## config.mk

```make
export PLATFORM = sky130hd
export DESIGN_NAME = pr_seq_top
export DESIGN_NICKNAME = d
export VERILOG_FILES = /design/src/rtl/pr_seq_pkg.sv /design/src/rtl/pr_seq_ctrl.sv /design/src/rtl/pr_seq_dp.sv /design/src/rtl/pr_seq_top.sv
export SDC_FILE = /design/constraint.sdc
export NUM_CORES = 1
export LEC_CHECK = 0
export ABC_AREA = 1
export BUFFER_PORTS_ARGS = -buffer_cell sky130_fd_sc_hd__buf_2
export CORE_UTILIZATION = 45
export CTS_BUF_LIST = sky130_fd_sc_hd__clkbuf_2 sky130_fd_sc_hd__clkbuf_4 sky130_fd_sc_hd__clkbuf_8
export DETAILED_ROUTE_END_ITERATION = 6
export GPL_ROUTABILITY_DRIVEN = 0
export PLACE_DENSITY = 0.66
export SYNTH_ARGS = -nofsm -noshare
export SYNTH_HDL_FRONTEND = slang
export SYNTH_SLANG_ARGS = --single-unit
```

## constraint.sdc

```tcl
create_clock -name clk -period 2.8 [get_ports clk]
set_input_delay 0.28 -clock clk [delete_from_list [all_inputs] [get_ports clk]]
set_output_delay 0.28 -clock clk [all_outputs]
set_load 0.005 [all_outputs]
```

## src/rtl/pr_seq_pkg.sv

```systemverilog
package pr_seq_pkg;

  typedef enum logic [3:0] {
    ST_NONE     = 4'd0,
    ST_OK       = 4'd1,
    ST_MODE     = 4'd2,
    ST_MSEL     = 4'd3,
    ST_RDYERR   = 4'd4,
    ST_RDYTO    = 4'd5,
    ST_PRERR    = 4'd6,
    ST_BURSTTO  = 4'd7,
    ST_FINUSER  = 4'd8,
    ST_FINCDONE = 4'd9,
    ST_FINNSTAT = 4'd10
  } statusE;

  typedef enum logic [4:0] {
    P_IDLE, P_CHK, P_FMT, P_REQLO, P_CE, P_CCTL, P_OE, P_ENCFG,
    P_B1, P_W1, P_REQHI, P_B2, P_W2, P_POLLRDY, P_DATA, P_POLLDONE,
    P_REQOFF, P_B3, P_W3, P_CCOFF, P_CEOFF, P_ENOFF, P_FINAL
  } phaseE;

  typedef struct packed {
    logic   fmtSet;
    logic   reqLow;
    logic   ceLow;
    logic   cctlOn;
    logic   oeOff;
    logic   encfgLow;
    logic   reqHigh;
    logic   cctlOff;
    logic   ceHigh;
    logic   encfgHigh;
    logic   burstStart;
    logic   burstLong;
    logic   wdRun;
    logic   pollStep;
    logic   cntClr;
    logic   statusWr;
    statusE code;
  } strobeT;

endpackage

```

## src/rtl/pr_seq_ctrl.sv

```systemverilog
module pr_seq_ctrl
  import pr_seq_pkg::*;
(
  input  logic       clk,
  input  logic       rstN,
  input  logic       start,
  input  logic       dataDone,
  input  logic       userMode,
  input  logic [2:0] modeSel,
  input  logic       prReady,
  input  logic       prDone,
  input  logic       prError,
  input  logic       confDonePin,
  input  logic       nStatusPin,
  input  logic       burstDone,
  input  logic       wdLast,
  input  logic       pollLast,
  output strobeT     stb,
  output logic       busy,
  output logic       readyForData
);

  phaseE curPh, nxtPh;

  always_ff @(posedge clk or negedge rstN) begin
    if (!rstN) curPh <= P_IDLE;
    else       curPh <= nxtPh;
  end

  always_comb begin
    stb   = '0;
    nxtPh = curPh;
    case (curPh)
      P_IDLE: begin
        if (start) begin
          stb.statusWr = 1'b1;
          stb.code     = ST_NONE;
          nxtPh        = P_CHK;
        end
      end
      P_CHK: begin
        if (!userMode) begin
          stb.statusWr = 1'b1;
          stb.code     = ST_MODE;
          nxtPh        = P_IDLE;
        end else if (modeSel > 3'd1) begin
          stb.statusWr = 1'b1;
          stb.code     = ST_MSEL;
          nxtPh        = P_IDLE;
        end else begin
          nxtPh = P_FMT;
        end
      end
      P_FMT:   begin stb.fmtSet   = 1'b1; nxtPh = P_REQLO; end
      P_REQLO: begin stb.reqLow   = 1'b1; nxtPh = P_CE;    end
      P_CE:    begin stb.ceLow    = 1'b1; nxtPh = P_CCTL;  end
      P_CCTL:  begin stb.cctlOn   = 1'b1; nxtPh = P_OE;    end
      P_OE:    begin stb.oeOff    = 1'b1; nxtPh = P_ENCFG; end
      P_ENCFG: begin stb.encfgLow = 1'b1; nxtPh = P_B1;    end
      P_B1, P_B3: begin
        stb.burstStart = 1'b1;
        stb.cntClr     = 1'b1;
        nxtPh          = (curPh == P_B1) ? P_W1 : P_W3;
      end
      P_B2: begin
        stb.burstStart = 1'b1;
        stb.burstLong  = 1'b1;
        stb.cntClr     = 1'b1;
        nxtPh          = P_W2;
      end
      P_W1, P_W2, P_W3: begin
        stb.wdRun = 1'b1;
        if (burstDone) begin
          nxtPh = (curPh == P_W1) ? P_REQHI :
                  (curPh == P_W2) ? P_POLLRDY : P_CCOFF;
        end else if (wdLast) begin
          stb.statusWr = 1'b1;
          stb.code     = ST_BURSTTO;
          nxtPh        = P_IDLE;
        end
      end
      P_REQHI: begin stb.reqHigh = 1'b1; nxtPh = P_B2; end
      P_POLLRDY: begin
        if (prError) begin
          stb.statusWr = 1'b1;
          stb.code     = ST_RDYERR;
          nxtPh        = P_IDLE;
        end else if (prReady) begin
          nxtPh = P_DATA;
        end else if (pollLast) begin
          stb.statusWr = 1'b1;
          stb.code     = ST_RDYTO;
          nxtPh        = P_IDLE;
        end else begin
          stb.pollStep = 1'b1;
        end
      end
      P_DATA: begin
        stb.cntClr = 1'b1;
        if (dataDone) nxtPh = P_POLLDONE;
      end
      P_POLLDONE: begin
        if (prError) begin
          stb.statusWr = 1'b1;
          stb.code     = ST_PRERR;
          nxtPh        = P_IDLE;
        end else if (prDone || pollLast) begin
          nxtPh = P_REQOFF;
        end else begin
          stb.pollStep = 1'b1;
        end
      end
      P_REQOFF: begin stb.reqLow    = 1'b1; nxtPh = P_B3;    end
      P_CCOFF:  begin stb.cctlOff   = 1'b1; nxtPh = P_CEOFF; end
      P_CEOFF:  begin stb.ceHigh    = 1'b1; nxtPh = P_ENOFF; end
      P_ENOFF:  begin stb.encfgHigh = 1'b1; nxtPh = P_FINAL; end
      P_FINAL: begin
        stb.statusWr = 1'b1;
        stb.code     = !userMode    ? ST_FINUSER  :
                       !confDonePin ? ST_FINCDONE :
                       !nStatusPin  ? ST_FINNSTAT : ST_OK;
        nxtPh        = P_IDLE;
      end
      default: nxtPh = P_IDLE;
    endcase
  end

  assign busy         = (curPh != P_IDLE);
  assign readyForData = (curPh == P_DATA);


  start_clear_chk: assert property (@(posedge clk) disable iff (!rstN)
    (!busy && start) |=> (stb.statusWr || busy));

endmodule

```

## src/rtl/pr_seq_dp.sv

```systemverilog
module pr_seq_dp
  import pr_seq_pkg::*;
#(
  parameter int BURST_TIMEOUT = 4096,
  parameter int POLL_LIMIT    = 10,
  parameter int SHORT_BURST   = 256,
  parameter int LONG_BURST    = 2047,
  parameter int LEN_W         = 12,
  parameter int WD_W          = 12,
  parameter int POLL_W        = 4,
  parameter logic [1:0] RESET_RATIO = 2'd3
) (
  input  logic             clk,
  input  logic             rstN,
  input  strobeT           stb,
  output logic             wdLast,
  output logic             pollLast,
  output logic             burstReq,
  output logic [LEN_W-1:0] burstLen,
  output logic             prRequest,
  output logic             chipEnN,
  output logic             cfgCtrlEn,
  output logic             enableCfgN,
  output logic             nConfig,
  output logic             statusPinOe,
  output logic [1:0]       cdRatio,
  output logic             cfgWidth32,
  output statusE           statusCode
);

  logic [WD_W-1:0]   wdCnt;
  logic [POLL_W-1:0] pollCnt;

  assign wdLast   = (wdCnt == WD_W'(BURST_TIMEOUT - 1));
  assign pollLast = (pollCnt == POLL_W'(POLL_LIMIT - 1));

  always_ff @(posedge clk or negedge rstN) begin
    if (!rstN) begin
      prRequest   <= 1'b0;
      chipEnN     <= 1'b1;
      cfgCtrlEn   <= 1'b0;
      enableCfgN  <= 1'b1;
      nConfig     <= 1'b1;
      statusPinOe <= 1'b1;
      cdRatio     <= RESET_RATIO;
      cfgWidth32  <= 1'b1;
      burstReq    <= 1'b0;
      burstLen    <= '0;
      wdCnt       <= '0;
      pollCnt     <= '0;
      statusCode  <= ST_NONE;
    end else begin
      if (stb.fmtSet) begin
        cdRatio    <= 2'd0;
        cfgWidth32 <= 1'b0;
      end
      if (stb.reqLow) begin
        prRequest <= 1'b0;
        nConfig   <= 1'b1;
      end
      if (stb.reqHigh)   prRequest   <= 1'b1;
      if (stb.ceLow)     chipEnN     <= 1'b0;
      if (stb.ceHigh)    chipEnN     <= 1'b1;
      if (stb.cctlOn)    cfgCtrlEn   <= 1'b1;
      if (stb.cctlOff)   cfgCtrlEn   <= 1'b0;
      if (stb.oeOff)     statusPinOe <= 1'b0;
      if (stb.encfgLow)  enableCfgN  <= 1'b0;
      if (stb.encfgHigh) enableCfgN  <= 1'b1;

      burstReq <= stb.burstStart;
      if (stb.burstStart)
        burstLen <= stb.burstLong ? LEN_W'(LONG_BURST) : LEN_W'(SHORT_BURST);

      if (stb.cntClr) begin
        wdCnt   <= '0;
        pollCnt <= '0;
      end else begin
        if (stb.wdRun && !wdLast)      wdCnt   <= wdCnt + 1'b1;
        if (stb.pollStep && !pollLast) pollCnt <= pollCnt + 1'b1;
      end

      if (stb.statusWr) statusCode <= stb.code;
    end
  end


  burst_setup_chk: assert property (@(posedge clk) disable iff (!rstN)
    burstReq |-> (!chipEnN && cfgCtrlEn && !enableCfgN && !statusPinOe));


  burst_pulse_chk: assert property (@(posedge clk) disable iff (!rstN)
    burstReq |=> !burstReq);


  wd_range_chk: assert property (@(posedge clk) disable iff (!rstN)
    wdCnt < WD_W'(BURST_TIMEOUT));


  poll_range_chk: assert property (@(posedge clk) disable iff (!rstN)
    pollCnt < POLL_W'(POLL_LIMIT));

endmodule

```

## src/rtl/pr_seq_top.sv

```systemverilog
module pr_seq_top
  import pr_seq_pkg::*;
#(
  parameter int BURST_TIMEOUT = 4096,
  parameter int POLL_LIMIT    = 10,
  parameter int SHORT_BURST   = 256,
  parameter int LONG_BURST    = 2047,
  parameter int LEN_W         = 12,
  parameter logic [1:0] RESET_RATIO = 2'd3
) (
  input  logic             clk,
  input  logic             rstN,
  input  logic             start,
  input  logic             dataDone,
  input  logic             userMode,
  input  logic [2:0]       modeSel,
  input  logic             prReady,
  input  logic             prDone,
  input  logic             prError,
  input  logic             confDonePin,
  input  logic             nStatusPin,
  input  logic             burstDone,
  output logic             burstReq,
  output logic [LEN_W-1:0] burstLen,
  output logic             prRequest,
  output logic             chipEnN,
  output logic             cfgCtrlEn,
  output logic             enableCfgN,
  output logic             nConfig,
  output logic             statusPinOe,
  output logic [1:0]       cdRatio,
  output logic             cfgWidth32,
  output logic             busy,
  output logic             readyForData,
  output logic [3:0]       statusCode
);

  localparam int WD_W   = (BURST_TIMEOUT > 1) ? $clog2(BURST_TIMEOUT) : 1;
  localparam int POLL_W = (POLL_LIMIT > 1) ? $clog2(POLL_LIMIT) : 1;

  strobeT stb;
  logic   wdLast, pollLast;
  statusE statusReg;

  pr_seq_ctrl u_ctrl (
    .clk(clk), .rstN(rstN), .start(start), .dataDone(dataDone),
    .userMode(userMode), .modeSel(modeSel), .prReady(prReady),
    .prDone(prDone), .prError(prError), .confDonePin(confDonePin),
    .nStatusPin(nStatusPin), .burstDone(burstDone), .wdLast(wdLast),
    .pollLast(pollLast), .stb(stb), .busy(busy),
    .readyForData(readyForData)
  );

  pr_seq_dp #(
    .BURST_TIMEOUT(BURST_TIMEOUT), .POLL_LIMIT(POLL_LIMIT),
    .SHORT_BURST(SHORT_BURST), .LONG_BURST(LONG_BURST), .LEN_W(LEN_W),
    .WD_W(WD_W), .POLL_W(POLL_W), .RESET_RATIO(RESET_RATIO)
  ) u_dp (
    .clk(clk), .rstN(rstN), .stb(stb), .wdLast(wdLast),
    .pollLast(pollLast), .burstReq(burstReq), .burstLen(burstLen),
    .prRequest(prRequest), .chipEnN(chipEnN), .cfgCtrlEn(cfgCtrlEn),
    .enableCfgN(enableCfgN), .nConfig(nConfig),
    .statusPinOe(statusPinOe), .cdRatio(cdRatio),
    .cfgWidth32(cfgWidth32), .statusCode(statusReg)
  );

  assign statusCode = statusReg;


  data_req_chk: assert property (@(posedge clk) disable iff (!rstN)
    readyForData |-> (prRequest && cfgCtrlEn && !chipEnN));


  req_rise_chk: assert property (@(posedge clk) disable iff (!rstN)
    $rose(prRequest) |-> (!chipEnN && cfgCtrlEn && !enableCfgN &&
                          !statusPinOe && cdRatio == 2'd0 && !cfgWidth32));


  idle_hold_chk: assert property (@(posedge clk) disable iff (!rstN)
    (!busy && !start) |=> $stable(statusCode));


  abort_freeze_chk: assert property (@(posedge clk) disable iff (!rstN)
    (!busy && !start) |=> ($stable(prRequest) && $stable(chipEnN) &&
                           $stable(cfgCtrlEn) && $stable(enableCfgN)));

endmodule

```

==> key figures, run 1 <==
Logic synthesis
  – Commonest cells in the netlist: 105 x nand2_1, 40 x nand3_1, 39 x nor2_1, 32 x inv_1, 30 x dfrtp_1
  – Post-Syn Instances: around 340
  – Sequential element share of the synthesized area: 0.354
  – Synth cell types: 30
  – Mux cell area share after synthesis: 0
  – Post-synth EDFFs: 0
  – Syn_area_per_cell: approximately 7.0 um^2
  – Adder-cell share of the synthesized area: 0.0155
  – Share of the synthesized area in the top cell type: 0.311
  – Largest family of logic cells by synthesized area: simple AND/OR/NAND/NOR gates
  – Count leader, synth: nand2_1
  – Share of flip-flops with an asynchronous set or reset: 1.00
  – Yosys synthesis warning count: 0
  – Syn Nets: 360
  – Compound-Gate Fraction of Synth Area: 0.0259
  – Top FF cell, synth: dfrtp_1
  – #FFs+latches synth: 34
  – Synth area leaders: dfrtp_1 31%, nand2_1 16%, nand3_1 8.3%
  – Simple-gate share of the synthesized area: 0.468
  – Xor/xnor share of the synthesized area: 0.0181
  – Area leader, netlist: dfrtp_1
  – Post-Synthesis Cell Area: about 2400 um^2

Placement
  – DP HPWL: just under 4000 um
  – Placed insts: 434
  – # port buffers: 38
  – DP Worst Slack: slightly above 0.9 ns

Floorplanning
  – Die W: roughly 75 um
  – Core Region: between 5000 and 6000 um^2
  – Floorplan row count: 26
  – Initial Util: 0.470
  – Die Y: ~75 um
  – Die area: 5660 um^2
  – I/O pin count: 42

Worst setup path
  – CP required: roughly 2.5 ns
  – Critical Path AT: around 1.6 ns
  – Critical Path Sink Type: primary output
  – Worst setup SP type: flop
  – Setup CP Type: flop to primary output
  – Largest fanout on the critical path: 15
  – FF-to-FF path depth: 9

Global route
  – Largest net degree at the start of global routing: 35
  – Vias in the first global route: about 1900
  – GRT Total Usage: 0.198
  – First-pass GRT wire length: about 8400 um
  – Overflow after GRT: 0
  – Initial antenna violation count: 0

CTS
  – CTS root buf: clkbuf_8
  – CTS tree: done
  – Sinks on Clock Net: 34
  – Clock-pin slew on the worst setup and hold paths: roughly 0.07 ns
  – Number of hold buffers added after cts: 0
  – Post-CTS Setup Bufs: 0
  – CTS H-tree depth: 2
  – Number of buffers created by CTS: 5
  – Clk buf depth: 2
  – Clock Latency Late Sink: about 0.29 ns
  – CTS resizes: 0

Route
  – Post-Route WL: ~5200 um
  – Met3 WL: 224 um
  – DR pass1 iterations: 4
  – DR WL/cell: roughly 12 um
  – DRT iter0 DRCs: between 100 and 150
  – Vias: between 2000 and 2500
  – Antenna Nets Post-Route: 0
  – Drt drc: 0
  – Met2 WL: approximately 2400 um
  – Met1 Wirelength: about 2600 um
  – Top layer in use: met4
  – Vias per cell: roughly 4.9

Job
  – Max-Cap Viols: 0

Final layout
  – ANT cells: 0
  – Final Non-Filler Cells: 442
  – Proportion of layout cells with a drive suffix above 1: 0.228
  – Final Util: 0.521
  – Nets: 388
  – Area Overhead vs Synth: 11.0%

Power
  – Power density cells: roughly 780 nW/um^2
  – Max VDD drop: 0.332 mV
  – Leak: 1.50 nW
  – Tot Pwr: 2.10 mW

STA
  – Slew @ Worst Pin: 0.775 ns
  – Endpoints failing setup: 0
  – RSZ-0062 raised after global routing: no
  – Minimum clock period: approximately 1.9 ns
  – Relative slew slack: 0.484
  – F_max: 0.522 GHz
  – TNS Setup: 0 ns
  – Hold Fails Final Rpt: 0
  – Final Max Tran Viols: 0
  – Final worst slack: roughly 0.88 ns
  – Final Skew: 0.00614 ns
  – Period utilization: 0.685

Hold path
  – Hold Crit Class: input pin to asynchronous set/reset pin

Outcome
  – Status: complete, no violations
[logic make-up after synthesis]
family                     after synthesis
and+or+nand+nor                        232
buffers and inverters                   55
DFF                                     34
AOI/OAI and AO/OA                       12
xor gates and xnor gates                 5
adders and majority gates                3
other                                    2
[state kept, by name, indices dropped and copies added, names as in the netlist]
| name | cells |
|---|---|
| u_ctrl.curPh | 5 |
| u_dp.burstLen | 2 |
| u_dp.burstReq | 1 |
| u_dp.cdRatio | 1 |
| u_dp.cfgCtrlEn | 1 |
| u_dp.chipEnN | 1 |
| u_dp.enableCfgN | 1 |
| u_dp.pollCnt | 4 |
| u_dp.prRequest | 1 |
| u_dp.statusCode | 4 |
| u_dp.statusPinOe | 1 |
| u_dp.wdCnt | 12 |
[placed cells by master (no fill, tap or decap), drive strengths merged, types with 7 or more instances in the layout]
| master | netlist | layout |
|---|---|---|
| nand3 | 50 | 50 |
| nor2 | 49 | 49 |
| o21ai | 10 | 10 |
| nand2 | 111 | 111 |
| clkbuf | 0 | 7 |
| buf | 17 | 38 |
| nand4 | 14 | 14 |
| dfrtp | 30 | 30 |
| inv | 38 | 38 |
[worst max-delay path, stage by stage (launching register included)]
cell     delay, ns
dfrtp_1       0.52
inv_2         0.29
nand3_2       0.17
inv_1         0.10
nand2_2       0.09
inv_1         0.08
buf_2         0.10
[stage by stage]
| step | area, um^2 | hold WS [ns] |
|---|---|---|
| 4_1_cts | 2680 | 0.102 |
| 6_report | 2680 | 0.0616 |
| 3_3_place_gp | 2570 | 0.409 |
| 3_5_place_dp | 2570 | 0.411 |
| 5_1_grt | 2680 | 0.127 |
| 2_1_floorplan | 2410 | -0.0156 |
[layout make-up]
cell class	count	area, um^2
flip-flops and latches	34	856
clock inverters	1	30.0
multi-input cells	254	1280
inverters	38	150
repair buffers	38	190
fillers	551	2460
clock buffers	7	83.8
well taps	70	87.6
[worst paths after layout]
| path | start | endpoint | slack (ns) |
|---|---|---|---|
| min in group clk | nStatusPin | u_dp.statusCode[3] | 0.29 |
| worst max-delay path | u_ctrl.curPh[4] | readyForData | 0.88 |
| worst min register to register | u_dp.statusPinOe | u_dp.statusPinOe | 0.45 |
| worst max register to register | u_ctrl.curPh[4] | u_dp.wdCnt[8] | 0.91 |
| worst min-delay path | rstN | u_dp.statusCode[3] | 0.06 |
| max in group asynchronous | rstN | u_ctrl.curPh[1] | 2.24 |
[routing by layer]
| metal | track usage | vias to the layer above |
|---|---|---|
| li1 | - | 1137 |
| met5 | 0 | - |
| met3 | 0.0415 | 7 |
| met1 | 0.268 | 990 |
| met4 | 0.0617 | 0 |
| met2 | 0.319 | 51 |
[report_power, final]
group	internal, mW	switching, mW
combinational	0.324	0.582
clock	0.286	0.185
sequential	0.600	0.123
Note: power is estimated with default switching activity, not from simulation.
==> inputs of run 2 (changes only) <==
PLACE_DENSITY = 0.69   (was 0.66)
clock period = 1.62 ns   (was 2.8 ns; I/O delays follow)
==> run 2 against run 1 <==
Effect of this change:
- cell count up 3.8%
- via count up 4.7%
- cell area up 8.0%
- global-route usage up 1.5 points
- first-iteration DRC count up 60%
- wire length up 6.4%
- critical path depth up 1
- worst setup slack worse by 0.81 ns
- total power up 89%
- utilization up 4.2 points
- critical path type is now flop to flop
==> key figures, run 2 (synthesized netlist as in run 1, its figures left out) <==
Floorplanning
  – Core Region: 5140 um^2
  – Initial Util: 0.470
  – Floorplan row count: 26
  – I/O pin count: 42
  – Die W: roughly 75 um
  – Die Y: around 75 um
  – Die area: roughly 5700 um^2

Route
  – Vias per cell: roughly 5
  – Vias: between 2000 and 2500
  – Drt drc: 0
  – Post-Route WL: 5570 um
  – DR pass1 iterations: 4
  – Antenna Nets Post-Route: 0
  – DRT iter0 DRCs: 163
  – DR WL/cell: 12.1 um

Final layout
  – ANT cells: 0
  – Biggest register: u_dp.wdCnt
  – Fin area: 2890 um^2
  – Leading cell type in the layout, fill and taps excluded: nand2_1
  – Biggest regs: u_dp.wdCnt: 12 flops, u_ctrl.curPh: 5 flops
  – Most frequent cells in the layout: 105 x nand2_1, 38 x nand3_1, 38 x buf_2
  – Nets: roughly 410
  – Final Non-Filler Cells: approximately 460
  – Area Overhead vs Synth: 19.8%
  – Max FFs per register: 12
  – Proportion of layout cells with a drive suffix above 1: 0.293

Power
  – Tot Pwr: just under 4 mW
  – Power density cells: between 1000 and 1500 nW/um^2
  – Max VDD drop: ~0.71 mV
  – Leak: between 1.5 and 2 nW

STA
  – Minimum clock period: between 1.5 and 2 ns
  – Period utilization: 0.954
  – Hold Fails Final Rpt: 0
  – RSZ-0062 raised after global routing: yes
  – Final worst slack: approximately 0.075 ns
  – Final Max Tran Viols: 0
  – Final Skew: ~0.0077 ns
  – Endpoints failing setup: 0
  – F_max: between 0.6 and 0.7 GHz

Worst setup path
  – Critical Path AT: 1.73 ns
  – Critical Path Sink Type: flop
  – Setup CP Type: flop to flop
  – CP required: approximately 1.8 ns
  – Worst setup SP type: flop
  – Largest fanout on the critical path: 10

Global route
  – Overflow after GRT: 0
  – GRT Total Usage: 0.213
  – Initial antenna violation count: 0
  – Vias in the first global route: 1982
  – First-pass GRT wire length: roughly 9000 um
  – Largest net degree at the start of global routing: 19

CTS
  – Sinks on Clock Net: 34
  – Number of buffers created by CTS: 5
  – CTS tree: done
  – Clock-pin slew on the worst setup and hold paths: approximately 0.080 ns
  – Clock Latency Late Sink: just under 0.3 ns
  – Clk buf depth: 2
  – CTS H-tree depth: 2
  – Post-CTS Setup Bufs: 0
  – CTS root buf: clkbuf_8

Placement
  – DP Worst Slack: between 0.015 and 0.02 ns
  – DP HPWL: about 4300 um
  – # port buffers: 38
  – Placement Cell Area: roughly 2700 um^2
  – Placed insts: 450

Hold path
  – Hold Crit Class: input pin to flop

Job
  – Max-Cap Viols: 0

Outcome
  – Status: complete, no violations
run 2: cell count changes in the layout (fill, tap and decap cells not counted), moves of 3 or more:
cell     previous run  this run
buf_4               0        15
dfrtp_2             0         4
dfrtp_1            30        26
nor2_1             39        34
nor2_2              7        10
run 2: per-stage QoR:
step / hold slack, ns / utilization / TNS, ns
global placement: 0.120 / 0.525 / 0
finish: 0.181 / 0.563 / 0
CTS: 0.177 / 0.555 / 0
detailed placement: 0.128 / 0.525 / 0
global route: 0.192 / 0.563 / -0.0190
floorplan: -0.134 / - / 0
run 2: path summary, 6_finish.rpt:
kind | slack, ns | cells past startpoint | to | start
worst max-delay path | 0.07 | 7 | u_dp.wdCnt[9] | u_ctrl.curPh[3]
worst min-delay path | 0.18 | 4 | u_dp.statusCode[3] | nStatusPin
worst max register to register | 0.07 | 7 | u_dp.wdCnt[9] | u_ctrl.curPh[3]
worst min register to register | 0.46 | 2 | u_dp.statusPinOe | u_dp.statusPinOe
max in group asynchronous | 0.85 | 3 | u_dp.wdCnt[6] | rstN
min in group asynchronous | 0.33 | 2 | u_dp.cfgCtrlEn | rstN
run 2: repair_timing:
action / in CTS / in global routing
hold buffers: 1 / 0
pin swaps: 0 / 3
resized for setup: 1 / 16
setup endpoints to repair: 2 / 25
endpoints found under the hold margin: 13 / 0
run 2: area by class of cell:
class	count	area, um^2
timing repair buffer	55	333
multi-input combinational	254	1320
clock buffer	5	68.8
clock inverter	3	68.8
inverter	38	153
tap	70	87.6
fill	504	2250
sequential	34	861
run 2: metal layers:
layer  track usage  wire [um]  up-vias
li1              -          -     1168
met1         0.289       2550     1017
met2         0.335       2550       96
met3        0.0415        402        6
met4        0.0844         62        0
met5             0          0        -
run 2: worst max-delay path, stage by stage, from the launching register on:
cell and delay (ns):
dfrtp_2 0.49, nor2_2 0.27, nand3_2 0.19, nand3_4 0.14, buf_4 0.17, nor2_8 0.07
nand2_1 0.06, nand2_1 0.05
run 2: where the power goes:
part | total, mW | internal, mW | switching, mW
clock | 0.962 | 0.617 | 0.345
sequential | 1.23 | 1.05 | 0.188
combinational | 1.77 | 0.670 | 1.10
total | 3.97 | 2.33 | 1.63
==> inputs of run 3 (changes only) <==
REMOVE_ABC_BUFFERS = 1   (was default)
SKIP_LAST_GASP = 1   (was default)
==> run 3 against run 2 <==
Effect of this change:
- combinational power grew 4%
- largest power group unchanged
- global-route usage decreased by 0.68 points
- hold slack worse by 0.018 ns
- die area is the same
- non-clock buffer count up 4
- critical endpoint is now u_dp.wdCnt[1]
- critical path type unchanged
- total power increased by 1.9%
- utilization up 0.92 points
- clock power about the same
- sequential cell count stayed put
==> key figures, run 3 (synthesized netlist as in run 1, its figures left out) <==
Route
  – DR pass1 iterations: 4
  – Post-Route WL: 5460 um
  – Antenna Nets Post-Route: 0
  – DR WL/cell: ~12 um
  – DRT iter0 DRCs: roughly 120
  – Drt drc: 0
  – Vias per cell: 4.92
  – Vias: 2285

Power
  – Power density cells: ~1400 nW/um^2
  – Leak: around 1.6 nW
  – Max VDD drop: 0.592 mV
  – Tot Pwr: 4.04 mW

CTS
  – Sinks on Clock Net: 34
  – CTS root buf: clkbuf_8
  – CTS H-tree depth: 2
  – Clock Latency Late Sink: a little under 0.3 ns
  – Clk buf depth: 2
  – Number of buffers created by CTS: 5
  – CTS tree: done
  – Clock-pin slew on the worst setup and hold paths: about 0.080 ns

Final layout
  – Leading cell type in the layout, fill and taps excluded: nand2_1
  – Biggest regs: u_dp.wdCnt: 12 flops, u_ctrl.curPh: 5 flops
  – Area Overhead vs Synth: 21.8%
  – Flip-flop and latch area: approximately 860 um^2
  – ANT cells: 0
  – Max FFs per register: 12
  – Final Util: 0.572
  – Biggest register: u_dp.wdCnt
  – Filler Cells Inserted: 500
  – Proportion of layout cells with a drive suffix above 1: 0.315
  – Fin area: 2940 um^2
  – Multi-input gate area: 1340 um^2
  – Most frequent cells in the layout: 100 x nand2_1, 39 x nand3_1, 38 x buf_2
  – Nets: 410
  – Final Non-Filler Cells: roughly 460

Placement
  – DP Worst Slack: approximately 0.010 ns
  – DP HPWL: 4180 um
  – Placed insts: about 450
  – # port buffers: 38
  – Placement Cell Area: 2730 um^2

Global route
  – First-pass GRT wire length: around 8600 um
  – GRT Total Usage: 0.206
  – Largest net degree at the start of global routing: 19
  – Initial antenna violation count: 0
  – Overflow after GRT: 0
  – Vias in the first global route: about 2000

STA
  – RSZ-0062 raised after global routing: yes
  – Period utilization: 0.953
  – F_max: about 0.65 GHz
  – Minimum clock period: 1.54 ns
  – Final Max Tran Viols: 0
  – Final worst slack: 0.0769 ns
  – Final Skew: approximately 0.011 ns
  – Endpoints failing setup: 0
  – Hold Fails Final Rpt: 0

Outcome
  – Status: complete, no violations

Worst setup path
  – Register-to-register setup slack: around 0.077 ns
  – Critical Path AT: approximately 1.7 ns
  – Capture point of the worst path: u_dp.wdCnt[1]
  – Largest fanout on the critical path: 11
  – Worst setup SP type: flop
  – Critical path origin: u_ctrl.curPh[4]
  – FF-to-FF path depth: 9
  – Critical Path Sink Type: flop
  – Reg2reg start: u_ctrl.curPh[4]
  – Setup CP Type: flop to flop
  – R2R Path End: u_dp.wdCnt[1]
  – CP required: around 1.8 ns

Floorplanning
  – Core Region: 5140 um^2
  – Die W: roughly 75 um
  – Die Y: between 70 and 80 um
  – I/O pin count: 42
  – Die area: around 5700 um^2
  – Floorplan row count: 26
  – Initial Util: 0.470

Hold path
  – Hold Crit Class: input pin to flop

Job
  – Max-Cap Viols: 0
==> run 3: cell count changes in the layout (fill, tap and decap cells not counted), moves of 2 or more <==
cell,delta
ha_1,-2
ha_2,+2
nor2_4,+2
buf_4,+4
nand2_1,-5
nand2_2,+5
==> run 3: power breakdown <==
group | switching (mW) | internal [mW] | leakage (nW)
logic | 1.12 | 0.725 | 1.11
registers | 0.193 | 1.04 | 0.440
clock network | 0.348 | 0.617 | 0.0683
==> run 3: repair_timing <==
item | CTS | global route
pin swaps | 0 | 6
setup endpoints to repair | 5 | 23
endpoints found under the hold margin | 13 | 0
hold buffers | 1 | 0
gates resized for setup | 1 | 20
buffers inserted | 0 | 0
cloned | 0 | 1
==> run 3: layout make-up <==
type                       instances  area share
clock buffer                       5      0.0234
clock inverter                     3      0.0234
inverter                          38      0.0510
multi-input combinational        255       0.457
sequential                        34       0.292
tap                               70      0.0298
timing repair buffer              59       0.123
==> run 3: critical path, stage by stage (launching register included) <==
cell and delay [ns]:
dfrtp_1 0.42, buf_4 0.19, nor2_1 0.17, nand3_2 0.15, nand3_4 0.14, nand2_4 0.09, inv_8 0.11, nor2_4 0.06
nand2_1 0.06, nand2_1 0.04
==> run 3: how the worst min path moves through the flow <==
stage | cells after the start | to | slack (ns) | startpoint
2_1_floorplan | 0 | u_ctrl.curPh[0] | -0.13 | rstN
3_3_place_gp | 1 | u_dp.cfgCtrlEn | 0.12 | rstN
3_5_place_dp | 1 | u_dp.cfgCtrlEn | 0.13 | rstN
4_1_cts | 4 | u_dp.statusCode[3] | 0.16 | nStatusPin
5_1_grt | 4 | u_dp.statusCode[3] | 0.19 | nStatusPin
6_report | 4 | u_dp.statusCode[3] | 0.16 | nStatusPin
==> run 3: through the flow <==
| step | TNS (ns) | hold slack (ns) |
|---|---|---|
| floorplan | 0 | -0.134 |
| global placement | 0 | 0.124 |
| detailed placement | 0 | 0.127 |
| CTS | 0 | 0.162 |
| global route | -0.290 | 0.186 |
| finish | 0 | 0.163 |
==> run 3: layer usage <==
layer,vias to the layer above,part of all wire,GRT usage
met5,-,0,0
met2,85,0.46,0.326
met4,0,0.0084,0.0926
met3,5,0.064,0.0335
met1,1010,0.47,0.278
li1,1185,-,-
